===== src/rtl/rs_pkg.sv =====
package rs_pkg;

  typedef enum logic [1:0] {
    ST_IDLE = 2'd0,
    ST_WAIT = 2'd1,
    ST_RUN  = 2'd2,
    ST_DONE = 2'd3
  } rs_state_e;

  localparam int unsigned GRP_BITS = 24;
  localparam int unsigned CAND_W   = 12;

  // First candidate: low byte plus low nibble of the middle byte.
  function automatic logic [CAND_W-1:0] cand_first(input logic [GRP_BITS-1:0] grp);
    return {grp[11:8], grp[7:0]};
  endfunction

  // Second candidate: high nibble of the middle byte plus top byte.
  function automatic logic [CAND_W-1:0] cand_second(input logic [GRP_BITS-1:0] grp);
    return {grp[23:16], grp[15:12]};
  endfunction

  function automatic logic cand_below(input logic [CAND_W-1:0] cand,
                                      input logic [CAND_W-1:0] bound);
    return cand < bound;
  endfunction

endpackage


===== src/rtl/rs_block_reg.sv =====
module rs_block_reg #(
  parameter int unsigned RATE_BITS = 1344,
  parameter int unsigned GRP_BITS  = 24,
  parameter int unsigned NUM_GRPS  = RATE_BITS / GRP_BITS,
  parameter int unsigned PTR_W     = $clog2(NUM_GRPS)
) (
  input  logic                 clk,
  input  logic                 rst_n,
  input  logic                 load_i,
  input  logic [RATE_BITS-1:0] data_i,
  input  logic [PTR_W-1:0]     ptr_i,
  output logic [GRP_BITS-1:0]  grp_o
);

  logic [RATE_BITS-1:0] blk_q;
  logic [GRP_BITS-1:0]  grp_arr [NUM_GRPS];

  always_ff @(posedge clk or negedge rst_n) begin
    if (!rst_n)      blk_q <= '0;
    else if (load_i) blk_q <= data_i;
  end

  for (genvar g = 0; g < NUM_GRPS; g++) begin : g_grp
    assign grp_arr[g] = blk_q[g*GRP_BITS +: GRP_BITS];
  end

  always_comb begin
    grp_o = '0;
    for (int unsigned g = 0; g < NUM_GRPS; g++) begin
      if (ptr_i == PTR_W'(g)) grp_o = grp_arr[g];
    end
  end

endmodule


===== src/rtl/rs_cand_split.sv =====
module rs_cand_split
  import rs_pkg::*;
#(
  parameter int unsigned MODULUS = 3329
) (
  input  logic [GRP_BITS-1:0] grp_i,
  input  logic                second_i,
  output logic [CAND_W-1:0]   cand_o,
  output logic                ok_o
);

  localparam logic [CAND_W-1:0] BOUND = CAND_W'(MODULUS);

  always_comb begin
    cand_o = second_i ? cand_second(grp_i) : cand_first(grp_i);
    ok_o   = cand_below(cand_o, BOUND);
  end

endmodule


===== src/rtl/shake_rej_sampler.sv =====
module shake_rej_sampler
  import rs_pkg::*;
#(
  parameter int unsigned RATE_BITS  = 1344,
  parameter int unsigned NUM_COEFFS = 256,
  parameter int unsigned MODULUS    = 3329
) (
  input  logic                 clk,
  input  logic                 rst_n,
  input  logic                 start_i,
  input  logic [RATE_BITS-1:0] blk_data_i,
  input  logic                 blk_valid_i,
  output logic                 blk_ready_o,
  output logic                 sqz_req_o,
  output logic [CAND_W-1:0]    coef_o,
  output logic                 coef_valid_o,
  input  logic                 coef_ready_i,
  output logic                 done_o
);

  localparam int unsigned NUM_GRPS = RATE_BITS / GRP_BITS;
  localparam int unsigned PTR_W    = $clog2(NUM_GRPS);
  localparam int unsigned CNT_W    = $clog2(NUM_COEFFS + 1);
  localparam logic [PTR_W-1:0] PTR_LAST = PTR_W'(NUM_GRPS - 1);
  localparam logic [CNT_W-1:0] CNT_LAST = CNT_W'(NUM_COEFFS - 1);

  rs_state_e          state_q;
  logic [PTR_W-1:0]   ptr_q;
  logic               half_q;
  logic [CNT_W-1:0]   cnt_q;
  logic               sqz_q;

  logic [GRP_BITS-1:0] grp;
  logic [CAND_W-1:0]   cand;
  logic                cand_ok;

  // Named internal events, also used by the checker.
  logic blk_load;
  logic cand_step;
  logic coef_take;
  logic last_take;
  logic blk_end;

  assign blk_load  = (state_q == ST_WAIT) && blk_valid_i && !start_i;
  assign cand_step = (state_q == ST_RUN) && (!cand_ok || coef_ready_i);
  assign coef_take = coef_valid_o && coef_ready_i;
  assign last_take = coef_take && (cnt_q == CNT_LAST);
  assign blk_end   = half_q && (ptr_q == PTR_LAST);

  rs_block_reg #(
    .RATE_BITS (RATE_BITS),
    .GRP_BITS  (GRP_BITS),
    .NUM_GRPS  (NUM_GRPS),
    .PTR_W     (PTR_W)
  ) u_blk (
    .clk    (clk),
    .rst_n  (rst_n),
    .load_i (blk_load),
    .data_i (blk_data_i),
    .ptr_i  (ptr_q),
    .grp_o  (grp)
  );

  rs_cand_split #(
    .MODULUS (MODULUS)
  ) u_split (
    .grp_i    (grp),
    .second_i (half_q),
    .cand_o   (cand),
    .ok_o     (cand_ok)
  );

  always_ff @(posedge clk or negedge rst_n) begin
    if (!rst_n) begin
      state_q <= ST_IDLE;
      ptr_q   <= '0;
      half_q  <= 1'b0;
      cnt_q   <= '0;
      sqz_q   <= 1'b0;
    end else begin
      sqz_q <= 1'b0;
      if (start_i) begin
        state_q <= ST_WAIT;
        ptr_q   <= '0;
        half_q  <= 1'b0;
        cnt_q   <= '0;
      end else begin
        unique case (state_q)
          ST_WAIT: if (blk_load) state_q <= ST_RUN;
          ST_RUN: begin
            if (cand_step) begin
              if (coef_take) cnt_q <= cnt_q + 1'b1;
              if (last_take) begin
                state_q <= ST_DONE;
              end else if (!half_q) begin
                half_q <= 1'b1;
              end else begin
                half_q <= 1'b0;
                if (blk_end) begin
                  ptr_q   <= '0;
                  state_q <= ST_WAIT;
                  sqz_q   <= 1'b1;
                end else begin
                  ptr_q <= ptr_q + 1'b1;
                end
              end
            end
          end
          default: ;
        endcase
      end
    end
  end

  assign coef_o       = cand;
  assign coef_valid_o = (state_q == ST_RUN) && cand_ok;
  assign blk_ready_o  = (state_q == ST_WAIT);
  assign sqz_req_o    = sqz_q;
  assign done_o       = (state_q == ST_DONE);

endmodule


===== config.mk =====
export PLATFORM = sky130hd
export DESIGN_NAME = shake_rej_sampler
export DESIGN_NICKNAME = d
export VERILOG_FILES = /design/src/rtl/rs_pkg.sv /design/src/rtl/rs_block_reg.sv /design/src/rtl/rs_cand_split.sv /design/src/rtl/shake_rej_sampler.sv
export SDC_FILE = /design/constraint.sdc
export NUM_CORES = 2
export LEC_CHECK = 0
export BUFFER_PORTS_ARGS = -buffer_cell sky130_fd_sc_hd__buf_2
export CORE_AREA = 2 2 539 541
export CTS_CLUSTER_DIAMETER = 80
export DETAILED_ROUTE_END_ITERATION = 10
export DIE_AREA = 0 0 541 543
export GPL_TIMING_DRIVEN = 0
export SYNTH_ARGS = -nofsm -noshare
export SYNTH_HDL_FRONTEND = slang
export SYNTH_SLANG_ARGS = --single-unit

===== constraint.sdc =====
create_clock -name clk -period 4.8 [get_ports clk]
set_input_delay 0.72 -clock clk [delete_from_list [all_inputs] [get_ports clk]]
set_output_delay 0.72 -clock clk [all_outputs]
set_load 0.005 [all_outputs]

# Word-level counts from Yosys, hierarchy flattened
# Index checks and enable logic that the tools add are counted.
# word_totals
register_bits,1363
input_bits,1349
out_inout_bits,16
elab_cells,178
# classes
add_sub_neg,2
order_cmp,1
n_eq_ne,64
n_mux,85
reduce_logical,20
# ops
op,count
two-way mux 24 bit,56
"== test 6 bit, second input constant",24
"== test 6 x 5 -> 1 bit, second input constant",16
"== test 6 x 4 -> 1 bit, second input constant",8
two-way mux 6 bit,6
two-way mux 9 bit,4
"== test 6 x 3 -> 1 bit, second input constant",4
"== test 6 x 2 -> 1 bit, second input constant",2
"less-than comparator 12 bit, second input constant",1
two-way mux 12 bit,1
two-way mux 2 bit,6
two-way mux 1 bit,11
"adder 9 x 1 -> 9 bit, second input constant",1
"== test 9 x 8 -> 1 bit, second input constant",1
"inequality test 4 bit, second input constant",2
nonzero test 2 bit,4
logical AND 1 bit,7
"adder 6 x 1 -> 6 bit, second input constant",1
"== test 6 x 1 -> 1 bit, second input constant",1
logical NOT 6 bit,1
AND reduction 3 bit,2
AND reduction 5 bit,1
"== test 2 bit, second input constant",2
one-hot mux 2 bit (2 select lines),1
8 further kinds,9

# Depth between registers and ports, before layout
# logic_depth
depth_word,66
mapped_depth,20
mapped_depth_nobuf,14

# Cells and area by module
# A second synthesis with hierarchy kept.
# unflattened
hier_cells,4898
area_unflattened_um2,62880.3
# by_module_without_submodules
module,n_inst,cells_per_inst,area_each_um2,seq_area_each_um2
rs_block_reg,1,4771,61670.4,33632.3
shake_rej_sampler,1,107,1003.5,475.5
rs_cand_split,1,20,206.4,0.0

# Worst setup path before layout
# No wires, ideal clock.
# synth_timing
path_kind,flip-flop to output port
startpoint,register ptr_q[0]
endpoint,output port coef_valid_o
arrival_time_ns,3.354
path_slack_ns,0.726
stages_incl_launch_ff,15
n_path_buf,2
cell_sequence,dfrtp_1 -> ha_1 -> buf_2 -> buf_2 -> mux2_4 -> and3_1 -> a221o_1 -> nand4b_1 -> a311oi_1 -> nand3b_1 -> or3_1 -> a221oi_2 -> nand4_2 -> o41ai_2 -> and2_1
# synth_via
elab_chain_cells,60
word_cells_on_any_way,115
# synth_rtl
item,line,source
start: declaration,shake_rej_sampler.sv:28,logic [PTR_W-1:0] ptr_q;
start signal: assignment,shake_rej_sampler.sv:104,ptr_q <= ptr_q + 1'b1;
logical NOT 6 bit,rs_block_reg.sv:30,if (ptr_i == PTR_W'(g)) grp_o = grp_arr[g];
two-way mux 24 bit (55 in a row),rs_block_reg.sv:30,
two-way mux 24 bit *,rs_block_reg.sv:30,
two-way mux 12 bit *,rs_cand_split.sv:15,cand_o = second_i ? cand_second(grp_i) : cand_first(grp_i);
less-than comparator 12 bit *,rs_pkg.sv:25,return cand < bound;
logical AND 1 bit *,shake_rej_sampler.sv:116,assign coef_valid_o = (state_q == ST_RUN) && cand_ok;
end: declaration,shake_rej_sampler.sv:16,"output logic coef_valid_o,"
# Every way passes the cells marked *; elsewhere a longest branch is shown, timed or not.

# Final worst setup path
# layout_timing
startpoint,register ptr_q[5]
endpoint,output port coef_valid_o
# The elaborated chain is that of the path after synthesis.

==> results.txt <==
status: finished with violations
failing checks: setup timing
Avg Inst Size Synth: 8.09 µm²
Seq/Total Area, Yosys: 0.516
RSZ-0062 raised after global routing: yes
synth warn: 0
Setup Skew: 0.0685 ns
PortBufs: 1,364
RD Place Congestion: 1.02
remaining antenna violation count after routing: 0
clk slew on worst S/H paths: 0.06 ns
dpl cells: 13,400
CP arrival: 5.93 ns
hpwl dp: 454,000 µm
vias in the first global route: 71,100
Crit Path Category: flip-flop to output port
Rel. slew slack: 0.0348
count of pins over their slew limit: 0
Die Area: 0.294 mm²
WP buf/inv: 6
Die W: 541 µm
Num CTS Buffers: 176
Initial Util: 0.230
max_cap viols: 0
crit-path cells: buf_6 > buf_8 > buf_12 > or4b_1 > buf_2 > o32ai_4 > o2111ai_2 > a211o_4 > a211oi_4 > o41ai_2 > buf_4 > a221oi_4 > nand4_4 > o41ai_4 > and2_4 > buf_6
CTS root buffer: clkbuf_16
final WL: 554,000 µm
Hold Fails Final Rpt: 0
fin cells: 14,000
Switching Power: 12,600 µW
via/cell ratio: 5.44
Crit. End Element: output port
clock sink count: 1,363
initial antenna violation count: 194
Worst path slowest cell: a211oi_4
Worst VDD drop: 257 µV
Lkg Pwr: 0.0458 µW
Switching Fraction: 0.336
Cell Pwr Density: 409 mW/mm²
Least-Margin Pin Slew: 1.45 ns
HP Class: input pin to flip-flop
CTS tree: yes
1st-iter DRT viols: 10,900
DRC viols: 0
Yosys cell types: 112
Rows: 197
Post-synth EDFFs: 0
Filler Cells Inserted: 31,000
overall power: 37,600 µW
final instance area: 0.0920 mm²
synthesized cell area: 0.0661 mm²
Max H-tree Level: 4
total gr overflow: 0
Worst setup SP type: flip-flop
DR pass1 iterations: 6
Int Pwr: 25,000 µW
fin crit share: 1.38
Seq pwr share: 0.454
largest net degree at the start of global routing: 163
# nets final: 11,400
Synth Instances: 8,175
Comb power frac: 0.165
register bit count reported by yosys: 1,363
final setup fails: 32
Final Core Density: 0.320
clock network fraction of total power: 0.381
slowest cell delay on critical path: 0.75 ns
delay-heaviest family, CP: compound AO/OA/AOI/OAI gates
Ports: 1,365
gr usage total: 0.363
final setup TNS: -26.86 ns
Required @ worst endpoint: 4.08 ns
min Tclk post-route: 6.65 ns
clk buf depth: 4
core region area: 0.287 mm²
Clk Latency, worst-skew pair: 0.91 ns
min setup slack post-route: -1.85 ns
Max FO, Critical Path: 10
net count after synthesis: 9,530
Die Y: 543 µm
asr flop ratio synth: 1.00
area added between synthesis and finish: 39.1%
first-pass GRT wire length: 700,000 µm
DP Area: 0.0786 mm²
Wirelength per Cell: 39.5 µm
cell mode on critical path: buf_6
share of layout cells above drive strength 1: 0.267
Fmax: 0.150 GHz
ys flop type: dfrtp_1
via count: 76,300
==> power by group through the flow <==
stage	Clock [µW]	Combinational, µW	Sequential, µW
2_1_floorplan	0	2930	15500
3_5_place_dp	0	5680	16900
6_report	14300	6210	17000
3_3_place_gp	0	5510	16900
5_1_grt	14800	6780	17100
4_1_cts	14300	5960	16800
==> per-stage QoR <==
step | setup WS [ns] | hold WS, ns
after floorplan | 0.726 | 0.424
after global placement | -29.39 | 0.450
after detailed placement | -3.83 | 0.457
after CTS | -1.95 | 0.000185
after global routing | -1.84 | 0.0179
final | -1.85 | 0.0149
==> cell type report <==
class / count / area (µm²) / share of cell area
Tap cell: 3781 / 4730 / 0.0514
Multi-Input combinational cell: 6238 / 33200 / 0.362
Antenna cell: 111 / 278 / 0.00302
Inverter: 37 / 141 / 0.00154
Timing Repair Buffer: 1664 / 10000 / 0.109
Buffer: 525 / 3360 / 0.0365
Sequential cell: 1363 / 34100 / 0.371
Clock inverter: 70 / 1050 / 0.0114
Clock buffer: 238 / 5030 / 0.0547
==> cells in the mapped netlist (13+ instances only) <==
cell type  number  area (µm²)
a2111oi_0      27         236
buf_2          96         480
a21o_1         13        97.6
nor2_2         16         100
o31ai_1        17         128
buf_6          22         248
nand2b_1       17         106
a31oi_1        39         244
nor4_1         41         257
o22ai_1       104         651
clkbuf_1      384        1440
o221a_2        24         270
o21a_1         15         113
a311oi_1       15         131
nor2_1        256         961
buf_4          21         158
or3_1          36         225
a221o_1        45         450
o2111ai_1      29         254
dfrtp_1      1363       34100
a211oi_1       58         435
nor3_1        123         616
a22oi_1        63         473
and3_1         66         413
nand4_1        36         225
nand3b_1       13        97.6
o221ai_1       52         455
a22o_1         17         149
a21oi_1       148         741
a32oi_1        23         201
nand3_1       136         681
a211o_1        26         228
o211ai_1       44         330
inv_1          37         139
o21ai_0       154         771
nor2b_1        16         100
o22a_1         18         158
nand2_1      4191       15700
a221oi_1       80         701
buf_1          13        48.8
==> worst min-delay path, cell delays in order <==
cell and delay, ns:
buf_2 0.08, nand2_1 0.04, nand2_1 0.05
==> sequential cells by signal (all words and copies together), names as in the netlist <==
signal	count
u_blk.blk_q	1344
cnt_q	9
ptr_q	6
state_q	2
half_q	1
sqz_req_o	1
==> layer usage <==
layer  up-vias  part of all wire  global-route usage
met2      5819              0.42               0.528
met5         -           0.00096                   0
li1      31200                 -                   -
met4        84             0.069               0.211
met3      1220              0.12               0.113
met1     38000              0.39               0.470
==> worst paths after layout <==
check,start,end,slack (ns),cells after the start
worst max-delay path,ptr_q[5],coef_valid_o,-1.85,16
worst min-delay path,blk_data_i[794],u_blk.blk_q[794],0.01,3
worst max register to register,ptr_q[5],ptr_q[1],-0.87,19
worst min register to register,u_blk.blk_q[79],u_blk.blk_q[79],0.47,2
max in group asynchronous,rst_n,u_blk.blk_q[311],0.73,7
min in group asynchronous,rst_n,u_blk.blk_q[1212],0.43,2
==> layout by cell type (no fill, tap or decap), types with 29 or more instances in the layout <==
cell type / n
buf_12: 51
clkbuf_1: 322
o21ai_0: 115
nor2_4: 38
nand3_1: 122
o221ai_1: 31
a211oi_1: 29
buf_8: 29
or3_1: 34
a221o_1: 45
clkbuf_2: 39
clkbuf_8: 40
diode_2: 111
o211ai_1: 44
and3_1: 58
dfrtp_1: 1361
o22ai_1: 88
a22oi_1: 56
nand2_1: 4155
a221oi_1: 62
buf_6: 71
nor2_2: 29
nor2_1: 210
inv_1: 34
nor3_1: 93
buf_2: 1392
a21oi_1: 119
clkbuf_16: 179
buf_4: 218
nand4_1: 36
==> logic make-up (layout without fill, tap and decap cells) <==
family          count (synthesis)  after routing  synth area share
compound gates               1142           1142             0.129
xor+xnor                        2              2          0.000265
fa+ha+maj                       6              6           0.00114
buf+inv                       574           2534            0.0383
flops                        1363           1363             0.516
mux                             9              9           0.00159
other cells                     0            111                 0
simple gates                 5079           5079             0.314
==> timing repair <==
action | 4_1_cts | 5_1_grt
cloned | 0 | 3
pin swaps | 63 | 127
hold endpoints to repair | 132 | 0
setup endpoints to repair | 32 | 136
hold buffers | 28 | 0
gates resized for setup | 555 | 573
setup buffers | 81 | 149
Power figures use the tool's default switching activity.
